File: src/rtl/slb_pkg.sv
package slb_pkg;

    // One port's four serial signals, kept together so routing moves them as a unit.
    typedef struct packed {
        logic clk;
        logic fs;
        logic da;
        logic db;
    } slb_sig_t;

endpackage

File: src/rtl/slb_ctrl_regs.sv
module slb_ctrl_regs #(
    parameter int N_PORTS  = 8,
    parameter int CTRL_W   = 16,
    parameter int LPBK_BIT = 12,
    parameter int IDX_W    = $clog2(N_PORTS)
) (
    input  logic               clk,
    input  logic               rst_n,
    input  logic               cfg_we,
    input  logic [IDX_W-1:0]   cfg_idx,
    input  logic [CTRL_W-1:0]  cfg_wdata,
    output logic [N_PORTS-1:0] lpbk_en
);

    typedef struct packed {
        logic [N_PORTS-1:0] lb;
    } regs_t;

    regs_t regs_d, regs_q;

    // Only the loopback bit of the control word is kept; the rest is dropped.
    logic unused_wbits;
    assign unused_wbits = ^{cfg_wdata[CTRL_W-1:LPBK_BIT+1], cfg_wdata[LPBK_BIT-1:0]};

    always_comb begin
        regs_d = regs_q;
        if (cfg_we && (int'(cfg_idx) < N_PORTS)) begin
            regs_d.lb[cfg_idx] = cfg_wdata[LPBK_BIT];
        end
    end

    always_ff @(posedge clk or negedge rst_n) begin
        if (!rst_n) begin
            regs_q <= '0;
        end else begin
            regs_q <= regs_d;
        end
    end

    assign lpbk_en = regs_q.lb;

    for (genvar g = 0; g < N_PORTS; g++) begin : g_chk
        // an addressed write lands with the sampled enable bit
        p_write_lands_r2: assert property (@(posedge clk) disable iff (!rst_n)
            (cfg_we && (int'(cfg_idx) == g)) |=> (lpbk_en[g] == $past(cfg_wdata[LPBK_BIT])));
        // a port not addressed keeps its enable
        p_others_hold_r2: assert property (@(posedge clk) disable iff (!rst_n)
            !(cfg_we && (int'(cfg_idx) == g)) |=> $stable(lpbk_en[g]));
    end

endmodule

File: src/rtl/slb_pair_route.sv
module slb_pair_route
    import slb_pkg::*;
(
    input  logic           clk,
    input  logic           rst_n,
    input  logic [1:0]     lb,
    input  logic [1:0]     role_tx,
    input  logic [1:0]     int_clk,
    input  logic [1:0]     int_fs,
    input  slb_sig_t [1:0] core_o,
    input  slb_sig_t [1:0] core_oe,
    input  slb_sig_t [1:0] pad_i,
    output slb_sig_t [1:0] core_i,
    output slb_sig_t [1:0] pad_o,
    output slb_sig_t [1:0] pad_oe,
    output logic           err
);

    logic active;
    logic any_lb;
    logic roles_eq;
    logic tx_sel;
    logic rx_sel;
    logic clk_bad;

    assign active = lb[0] & lb[1];
    assign any_lb = lb[0] | lb[1];

    for (genvar k = 0; k < 2; k++) begin : g_side
        always_comb begin
            if (active) begin
                core_i[k] = core_o[1-k];
            end else if (lb[k]) begin
                core_i[k] = '0;
            end else begin
                core_i[k] = pad_i[k];
            end
            pad_o[k]  = core_o[k];
            pad_oe[k] = lb[k] ? '0 : core_oe[k];
        end

        // an enabled port never drives its pads
        p_pins_quiet_r6: assert property (@(posedge clk) disable iff (!rst_n)
            lb[k] |-> (pad_oe[k] == '0));
        // active pair feeds each core from its partner
        p_partner_feed_r5: assert property (@(posedge clk) disable iff (!rst_n)
            active |-> (core_i[k] == core_o[1-k]));
        // a lone enabled port sees nothing
        p_lone_masked_r7: assert property (@(posedge clk) disable iff (!rst_n)
            (lb[k] && !lb[1-k]) |-> (core_i[k] == '0));
        // disabled port is a wire to its pads
        p_passthru_r3: assert property (@(posedge clk) disable iff (!rst_n)
            !lb[k] |-> ((core_i[k] == pad_i[k]) && (pad_oe[k] == core_oe[k])));
    end

    // Direction and clocking sanity of the pair.
    always_comb begin
        roles_eq = (role_tx[0] == role_tx[1]);
        tx_sel   = role_tx[1];
        rx_sel   = ~role_tx[1];
        clk_bad  = ~(int_clk[tx_sel] & int_fs[tx_sel]) | int_clk[rx_sel] | int_fs[rx_sel];
        err      = any_lb & (~active | roles_eq | clk_bad);
    end

    // half-enabled pair always flags
    p_half_err_r8: assert property (@(posedge clk) disable iff (!rst_n)
        (lb[0] != lb[1]) |-> err);
    // same-direction pair in loopback flags
    p_same_role_r9: assert property (@(posedge clk) disable iff (!rst_n)
        (active && (role_tx[0] == role_tx[1])) |-> err);
    // idle pair never flags
    p_idle_clean_r11: assert property (@(posedge clk) disable iff (!rst_n)
        (lb == 2'b00) |-> !err);

endmodule

File: src/rtl/slb_router.sv
module slb_router
    import slb_pkg::*;
#(
    parameter int N_PORTS  = 8,
    parameter int CTRL_W   = 16,
    parameter int LPBK_BIT = 12,
    localparam int IDX_W   = $clog2(N_PORTS),
    localparam int N_PAIRS = N_PORTS / 2
) (
    input  logic               clk,
    input  logic               rst_n,
    input  logic               cfg_we,
    input  logic [IDX_W-1:0]   cfg_idx,
    input  logic [CTRL_W-1:0]  cfg_wdata,
    input  logic [N_PORTS-1:0] role_tx,
    input  logic [N_PORTS-1:0] int_clk,
    input  logic [N_PORTS-1:0] int_fs,
    input  logic [N_PORTS-1:0] core_clk_o,
    input  logic [N_PORTS-1:0] core_clk_oe,
    input  logic [N_PORTS-1:0] core_fs_o,
    input  logic [N_PORTS-1:0] core_fs_oe,
    input  logic [N_PORTS-1:0] core_da_o,
    input  logic [N_PORTS-1:0] core_da_oe,
    input  logic [N_PORTS-1:0] core_db_o,
    input  logic [N_PORTS-1:0] core_db_oe,
    input  logic [N_PORTS-1:0] pad_clk_i,
    input  logic [N_PORTS-1:0] pad_fs_i,
    input  logic [N_PORTS-1:0] pad_da_i,
    input  logic [N_PORTS-1:0] pad_db_i,
    output logic [N_PORTS-1:0] core_clk_i,
    output logic [N_PORTS-1:0] core_fs_i,
    output logic [N_PORTS-1:0] core_da_i,
    output logic [N_PORTS-1:0] core_db_i,
    output logic [N_PORTS-1:0] pad_clk_o,
    output logic [N_PORTS-1:0] pad_clk_oe,
    output logic [N_PORTS-1:0] pad_fs_o,
    output logic [N_PORTS-1:0] pad_fs_oe,
    output logic [N_PORTS-1:0] pad_da_o,
    output logic [N_PORTS-1:0] pad_da_oe,
    output logic [N_PORTS-1:0] pad_db_o,
    output logic [N_PORTS-1:0] pad_db_oe,
    output logic [N_PAIRS-1:0] pair_err
);

    logic     [N_PORTS-1:0] lpbk_en;
    slb_sig_t [N_PORTS-1:0] core_o_s;
    slb_sig_t [N_PORTS-1:0] core_oe_s;
    slb_sig_t [N_PORTS-1:0] pad_i_s;
    slb_sig_t [N_PORTS-1:0] core_i_s;
    slb_sig_t [N_PORTS-1:0] pad_o_s;
    slb_sig_t [N_PORTS-1:0] pad_oe_s;

    slb_ctrl_regs #(
        .N_PORTS  (N_PORTS),
        .CTRL_W   (CTRL_W),
        .LPBK_BIT (LPBK_BIT),
        .IDX_W    (IDX_W)
    ) u_regs (
        .clk       (clk),
        .rst_n     (rst_n),
        .cfg_we    (cfg_we),
        .cfg_idx   (cfg_idx),
        .cfg_wdata (cfg_wdata),
        .lpbk_en   (lpbk_en)
    );

    for (genvar i = 0; i < N_PORTS; i++) begin : g_port
        assign core_o_s[i]  = '{clk: core_clk_o[i],  fs: core_fs_o[i],  da: core_da_o[i],  db: core_db_o[i]};
        assign core_oe_s[i] = '{clk: core_clk_oe[i], fs: core_fs_oe[i], da: core_da_oe[i], db: core_db_oe[i]};
        assign pad_i_s[i]   = '{clk: pad_clk_i[i],   fs: pad_fs_i[i],   da: pad_da_i[i],   db: pad_db_i[i]};

        assign core_clk_i[i] = core_i_s[i].clk;
        assign core_fs_i[i]  = core_i_s[i].fs;
        assign core_da_i[i]  = core_i_s[i].da;
        assign core_db_i[i]  = core_i_s[i].db;
        assign pad_clk_o[i]  = pad_o_s[i].clk;
        assign pad_fs_o[i]   = pad_o_s[i].fs;
        assign pad_da_o[i]   = pad_o_s[i].da;
        assign pad_db_o[i]   = pad_o_s[i].db;
        assign pad_clk_oe[i] = pad_oe_s[i].clk;
        assign pad_fs_oe[i]  = pad_oe_s[i].fs;
        assign pad_da_oe[i]  = pad_oe_s[i].da;
        assign pad_db_oe[i]  = pad_oe_s[i].db;
    end

    // fixed neighbour pairing, ports 2p and 2p+1
    for (genvar p = 0; p < N_PAIRS; p++) begin : g_pair
        slb_pair_route u_pair (
            .clk     (clk),
            .rst_n   (rst_n),
            .lb      (lpbk_en[2*p+1:2*p]),
            .role_tx (role_tx[2*p+1:2*p]),
            .int_clk (int_clk[2*p+1:2*p]),
            .int_fs  (int_fs[2*p+1:2*p]),
            .core_o  (core_o_s[2*p+1:2*p]),
            .core_oe (core_oe_s[2*p+1:2*p]),
            .pad_i   (pad_i_s[2*p+1:2*p]),
            .core_i  (core_i_s[2*p+1:2*p]),
            .pad_o   (pad_o_s[2*p+1:2*p]),
            .pad_oe  (pad_oe_s[2*p+1:2*p]),
            .err     (pair_err[p])
        );
    end

endmodule

File: config.mk
export PLATFORM = sky130hd
export DESIGN_NAME = slb_router
export DESIGN_NICKNAME = d
export VERILOG_FILES = /design/src/rtl/slb_pkg.sv /design/src/rtl/slb_ctrl_regs.sv /design/src/rtl/slb_pair_route.sv /design/src/rtl/slb_router.sv
export SDC_FILE = /design/constraint.sdc
export NUM_CORES = 1
export LEC_CHECK = 0
export BUFFER_PORTS_ARGS = -buffer_cell sky130_fd_sc_hd__buf_4
export CAP_MARGIN = 0
export CORE_AREA = 2 2 93 95
export CTS_BUF_LIST = sky130_fd_sc_hd__clkbuf_8 sky130_fd_sc_hd__clkbuf_16
export CTS_CLUSTER_DIAMETER = 80
export DETAILED_ROUTE_END_ITERATION = 10
export DIE_AREA = 0 0 95 97
export SLEW_MARGIN = 25
export SYNTH_ARGS = -nofsm -noshare
export SYNTH_HDL_FRONTEND = slang
export SYNTH_SLANG_ARGS = --single-unit
File: constraint.sdc
create_clock -name clk -period 4 [get_ports clk]
set_input_delay 0.8 -clock clk [delete_from_list [all_inputs] [get_ports clk]]
set_output_delay 0.8 -clock clk [all_outputs]
set_load 0.05 [all_outputs]
; ---- Word level (Yosys, flattened, before mapping)
; Cells that the tools add are included.
[word_totals]
ff_bits = 8
input_bits = 142
word_cells = 119
[op_classes]
n_lt_le_gt_ge = 10
n_eq_ne = 4
muxes = 59
n_bitwise = 44
reduce_logical = 1
[op_table]
columns = operator, n
row1 = 4-bit two-way mux, 24
row2 = 1-bit two-way mux, 33
row3 = 1-bit bitwise OR, 20
row4 = "1-bit by 2-bit less-than comparator with 1-bit output, second input constant", 8
row5 = 1-bit AND, 12
row6 = 1-bit inverter, 12
row7 = 8-bit bitwise mux, 1
row8 = 1-bit == test, 4
row9 = "3-bit by 4-bit less-than comparator with 1-bit output, second input constant", 1
row10 = 1-bit demux with 3-bit select, 1
row11 = "3-bit by 1-bit >= comparator with 1-bit output, second input constant", 1
row12 = 1-bit logical AND, 1

; ---- Depth between registers and ports, before layout
[depth]
ltp_word = 8
depth_mapped = 3
depth_no_buf = 2

; ---- Cells and area by module
; Synthesis repeated with hierarchy kept, for this count alone.
[hier_totals]
cells_unflattened = 224
area_unflattened_um2 = 1637.8
[modules_own_cells]
columns = module, n_inst, cells_each, area_each_um2
row1 = slb_pair_route, 4, 50, 312.8
row2 = slb_ctrl_regs, 1, 24, 386.6

; ---- Least setup slack after synthesis
; Ideal clock, no wire load.
[synth_timing]
kind = input to output
startpoint = in core_clk_oe[0]
endpoint = out pad_clk_oe[0]
arrival_time_ns = 1.507
required_ns = 3.200
path_slack_ns = 1.693
path_stages = 1
n_path_buf = 0
path_cell_list = nor2b_1
[synth_between]
elab_chain_len = 1
[synth_rtl]
columns = item, line_no
row1 = "start, declared", slb_router.sv:19  ; input logic [N_PORTS-1:0] core_clk_oe,
row2 = 4-bit two-way mux, slb_pair_route.sv:39  ; pad_oe[k] = lb[k] ? '0 : core_oe[k];
row3 = "end, declared", slb_router.sv:35  ; output logic [N_PORTS-1:0] pad_clk_oe,
; Every way passes these cells.

; ---- Worst setup path after layout
[layout_timing]
startpoint = in int_fs[3]
endpoint = out pair_err[1]
[layout_between]
elab_chain_len = 8
word_cells_on_any_way = 10
classes_between = 4 x mux / 6 x bitwise
[layout_rtl]
columns = item, line_no
row1 = "start, declared", slb_router.sv:17  ; input logic [N_PORTS-1:0] int_fs,
row2 = 1-bit two-way mux (implied by the code) (2 in series), slb_pair_route.sv:61  ; clk_bad = ~(int_clk[tx_sel] & int_fs[tx_sel]) | int_clk[rx_sel] | int_fs[rx_sel];
row3 = 1-bit AND, slb_pair_route.sv:61
row4 = 1-bit inverter, slb_pair_route.sv:61
row5 = 1-bit bitwise OR, slb_pair_route.sv:61
row6 = 1-bit bitwise OR (*), slb_pair_route.sv:61
row7 = 1-bit bitwise OR (*), slb_pair_route.sv:62  ; err = any_lb & (~active | roles_eq | clk_bad);
row8 = 1-bit AND (*), slb_pair_route.sv:62
row9 = "end, declared", slb_router.sv:42  ; output logic [N_PAIRS-1:0] pair_err
; Mark *: on every way between the ends. The rest lies on a longest branch, timed or not. The select of a mux whose other input is x is not followed.

==> impl_results.md <==
- IO Pins: about 240
- Seq. cell area: 200 um2
- Min-delay worst type: primary input to asynchronous set/reset pin
- Via count: 1975
- DR WL/cell: 13.9 um
- Clk buf depth: 2
- Max reg flops: 8
- Area of the multi-input gates: 892 um2
- Ys async rst share: 100%
- Mapped Area: about 0.0014 mm2
- Sequential area share after synthesis: 14.2%
- Worst reg2reg endpoint: u_regs.lpbk_en[2]
- Routed wire length: between 6 and 7 mm
- All-Layer GR Usage: roughly an eighth
- Worst EP arrival: 1660 ps
- Top cell by count, worst path: buf_4
- Crit. End Element: output pin
- Period utilization: 61.6%
- Area growth from synthesis to layout: 112%
- Hold_buf cts: 0
- Reg-to-reg setup timing slack: 3090 ps
- Crit-path cells: buf_4 -> and4b_1 -> a222oi_1 -> buf_4
- Fillers: 853
- Initial antenna violation count: 0
- Worst-path clk slew: 40 ps
- CTS H-tree lvls: 1
- Commonest cells in the netlist: buf_4, a22o_1, nor2b_1
- Worst r2r src: u_regs.lpbk_en[2]
- DPL Wire Length: 5.47 mm
- CTS buffer count: 3
- Final setup viols: 0
- GRT overflow: 0
- Synth Area in Simple Gates: approximately a third
- Compound-Gate Fraction of Synth Area: a little under a quarter
- Nets: 493
- Port Buffers: approximately 230
- Pwr dens: 420 mW/mm2
- Die width: between 90 and 100 um
- Worst Tran Pin Value: 314 ps
- CP startpoint: int_fs[3]
- Post_cts resized: 0
- Max Clock Skew: 0 ps
- Synth top area share: between 10% and 20%
- Ant diodes: 0
- Slew headroom: 79.1%
- Library cells used by synthesis: 16
- Critical path class: primary input to output pin
- Worst EP required: 3200 ps
- RSZ-0062 raised after global routing: no
- Leak Pwr: ~1.6 nW
- Synth area leader: a22o_1
- VDD IR max: 170 uV
- Fmax achieved: 406 MHz
- DR pass1 iterations: 6
- Outcome: completed
- Slowest-stage cell, CP: a222oi_1
- Pins Over Slew Limit: 0
- Core Area: 0.00813 mm2
- Critical Path End: pair_err[1]
- CP peak stage delay: approximately 320 ps
- Initial Util: 17.4%
- Vias in the first global route: 1894
- FP Rows: 33
- Synth area leaders: a22o_1, buf_4, dfrtp_1
- Net count after synthesis: 302
- EDFF count, synth: 0
- CTS tree: done
- Most frequent cell after synthesis: buf_4
- Final ANT Viol Nets: 0
- Critical path fanouts, max: 2
- Routability Congestion: 0.806
- Drt initial violations: 38
- Largest net degree at the start of global routing: 10
- XOR/XNOR Fraction of Synth Area: 0%
- Fin. Hold Viols: 0
- Clk_lat worst skew: 230 ps
- Setup TNS: 0 ps
- First-pass GRT wire length: 9.10 mm
- Max_cap viols: 0
- Largest family of logic cells by synthesized area: simple AND/OR/NAND/NOR gates
- Post-CTS Setup Bufs: 0
- Residual DRC: 0
- Post-synthesis register bit count: 8
- Adder-cell share of the synthesized area: 0%
- Element type at the critical path start: primary input
- Post-Synthesis Cells: 160
- Min Tclk post-route: 2460 ps
- Mean Syn Cell Area: 8.83 um2
- Share of layout cells above drive strength 1: 68.2%
- Prevailing post-synth register cell: dfrtp_1
- Post-synthesis mux area share: 7.17%
- CTS root buf: clkbuf_8
- Clock sink count: 8
- Die H: 97 um
- Reg2Reg Depth: 1
- Via density: ~4.4
- Die Area: ~0.0092 mm2
- Hold slack: 380 ps
- Warning count from the yosys run: 0
final cells by class:
cell class	instances	area share [%]
Inverter	8	1.00
Multi-Input combinational cell	104	29.8
Clock buffer	3	1.38
Timing Repair Buffer	226	56.7
Sequential cell	8	6.69
Tap cell	105	4.39
worst min path at each step:
stage                     startpoint           endpoint  slack (ps)  cells past startpoint
after CTS                      rst_n  u_regs.lpbk_en[0]         380                      1
after floorplan                rst_n  u_regs.lpbk_en[0]         500                      0
after global routing           rst_n  u_regs.lpbk_en[1]         380                      1
after global placement         rst_n  u_regs.lpbk_en[0]         620                      1
after detailed placement       rst_n  u_regs.lpbk_en[0]         630                      1
final                          rst_n  u_regs.lpbk_en[0]         380                      1
through the flow:
stage               utilization [%]  area, um2  cells  worst slack [ps]  power [W]
global route                   36.8       2990    454              1500    0.00131
global placement               36.3       2950    451              1570    0.00116
CTS                            36.8       2990    454              1530    0.00127
finish                         36.8       2990    454              1540    0.00126
detailed placement             36.3       2950    451              1540    0.00117
floorplan                         -       1410    160              1690   0.000848
per-layer routing:
metal | up-vias | share of wire, % | wire length, um | global-route usage, %
met5 | - | 0 | 0 | 0
met4 | 0 | 0.81 | 51 | 2.56
met3 | 5 | 8.9 | 559 | 2.02
met2 | 111 | 51 | 3190 | 21.9
met1 | 906 | 40 | 2500 | 14.8
li1 | 953 | - | - | -
cell families after synthesis:
logic type / Yosys count
simple gates: 60
flops: 8
buf+inv: 48
mux: 8
compound gates: 36
layout by cell type, fill, tap and decap left out, types with 4 or more instances in the layout:
cell	count
a222oi_1	4
and2_1	4
mux2_2	5
a22o_1	32
dfrtp_1	8
inv_1	8
buf_4	226
nor2b_1	32
nor4bb_1	8
and4b_1	8
worst max-delay path: cells and delay by family:
kind	cells	cell delay, ps
AOI/OAI and AO/OA	1	320
buffers and inverters	2	380
and+or+nand+nor	1	160
where the power goes:
| group | internal, W | leakage [nW] | switching, W |
|---|---|---|---|
| logic | 0.000353 | 1.48 | 0.000663 |
| clock network | 0.0000653 | 0.0216 | 0.0000325 |
| registers | 0.0000989 | 0.0960 | 0.0000434 |
| total | 0.000517 | 1.60 | 0.000739 |
(Power assumes the default switching activity.)
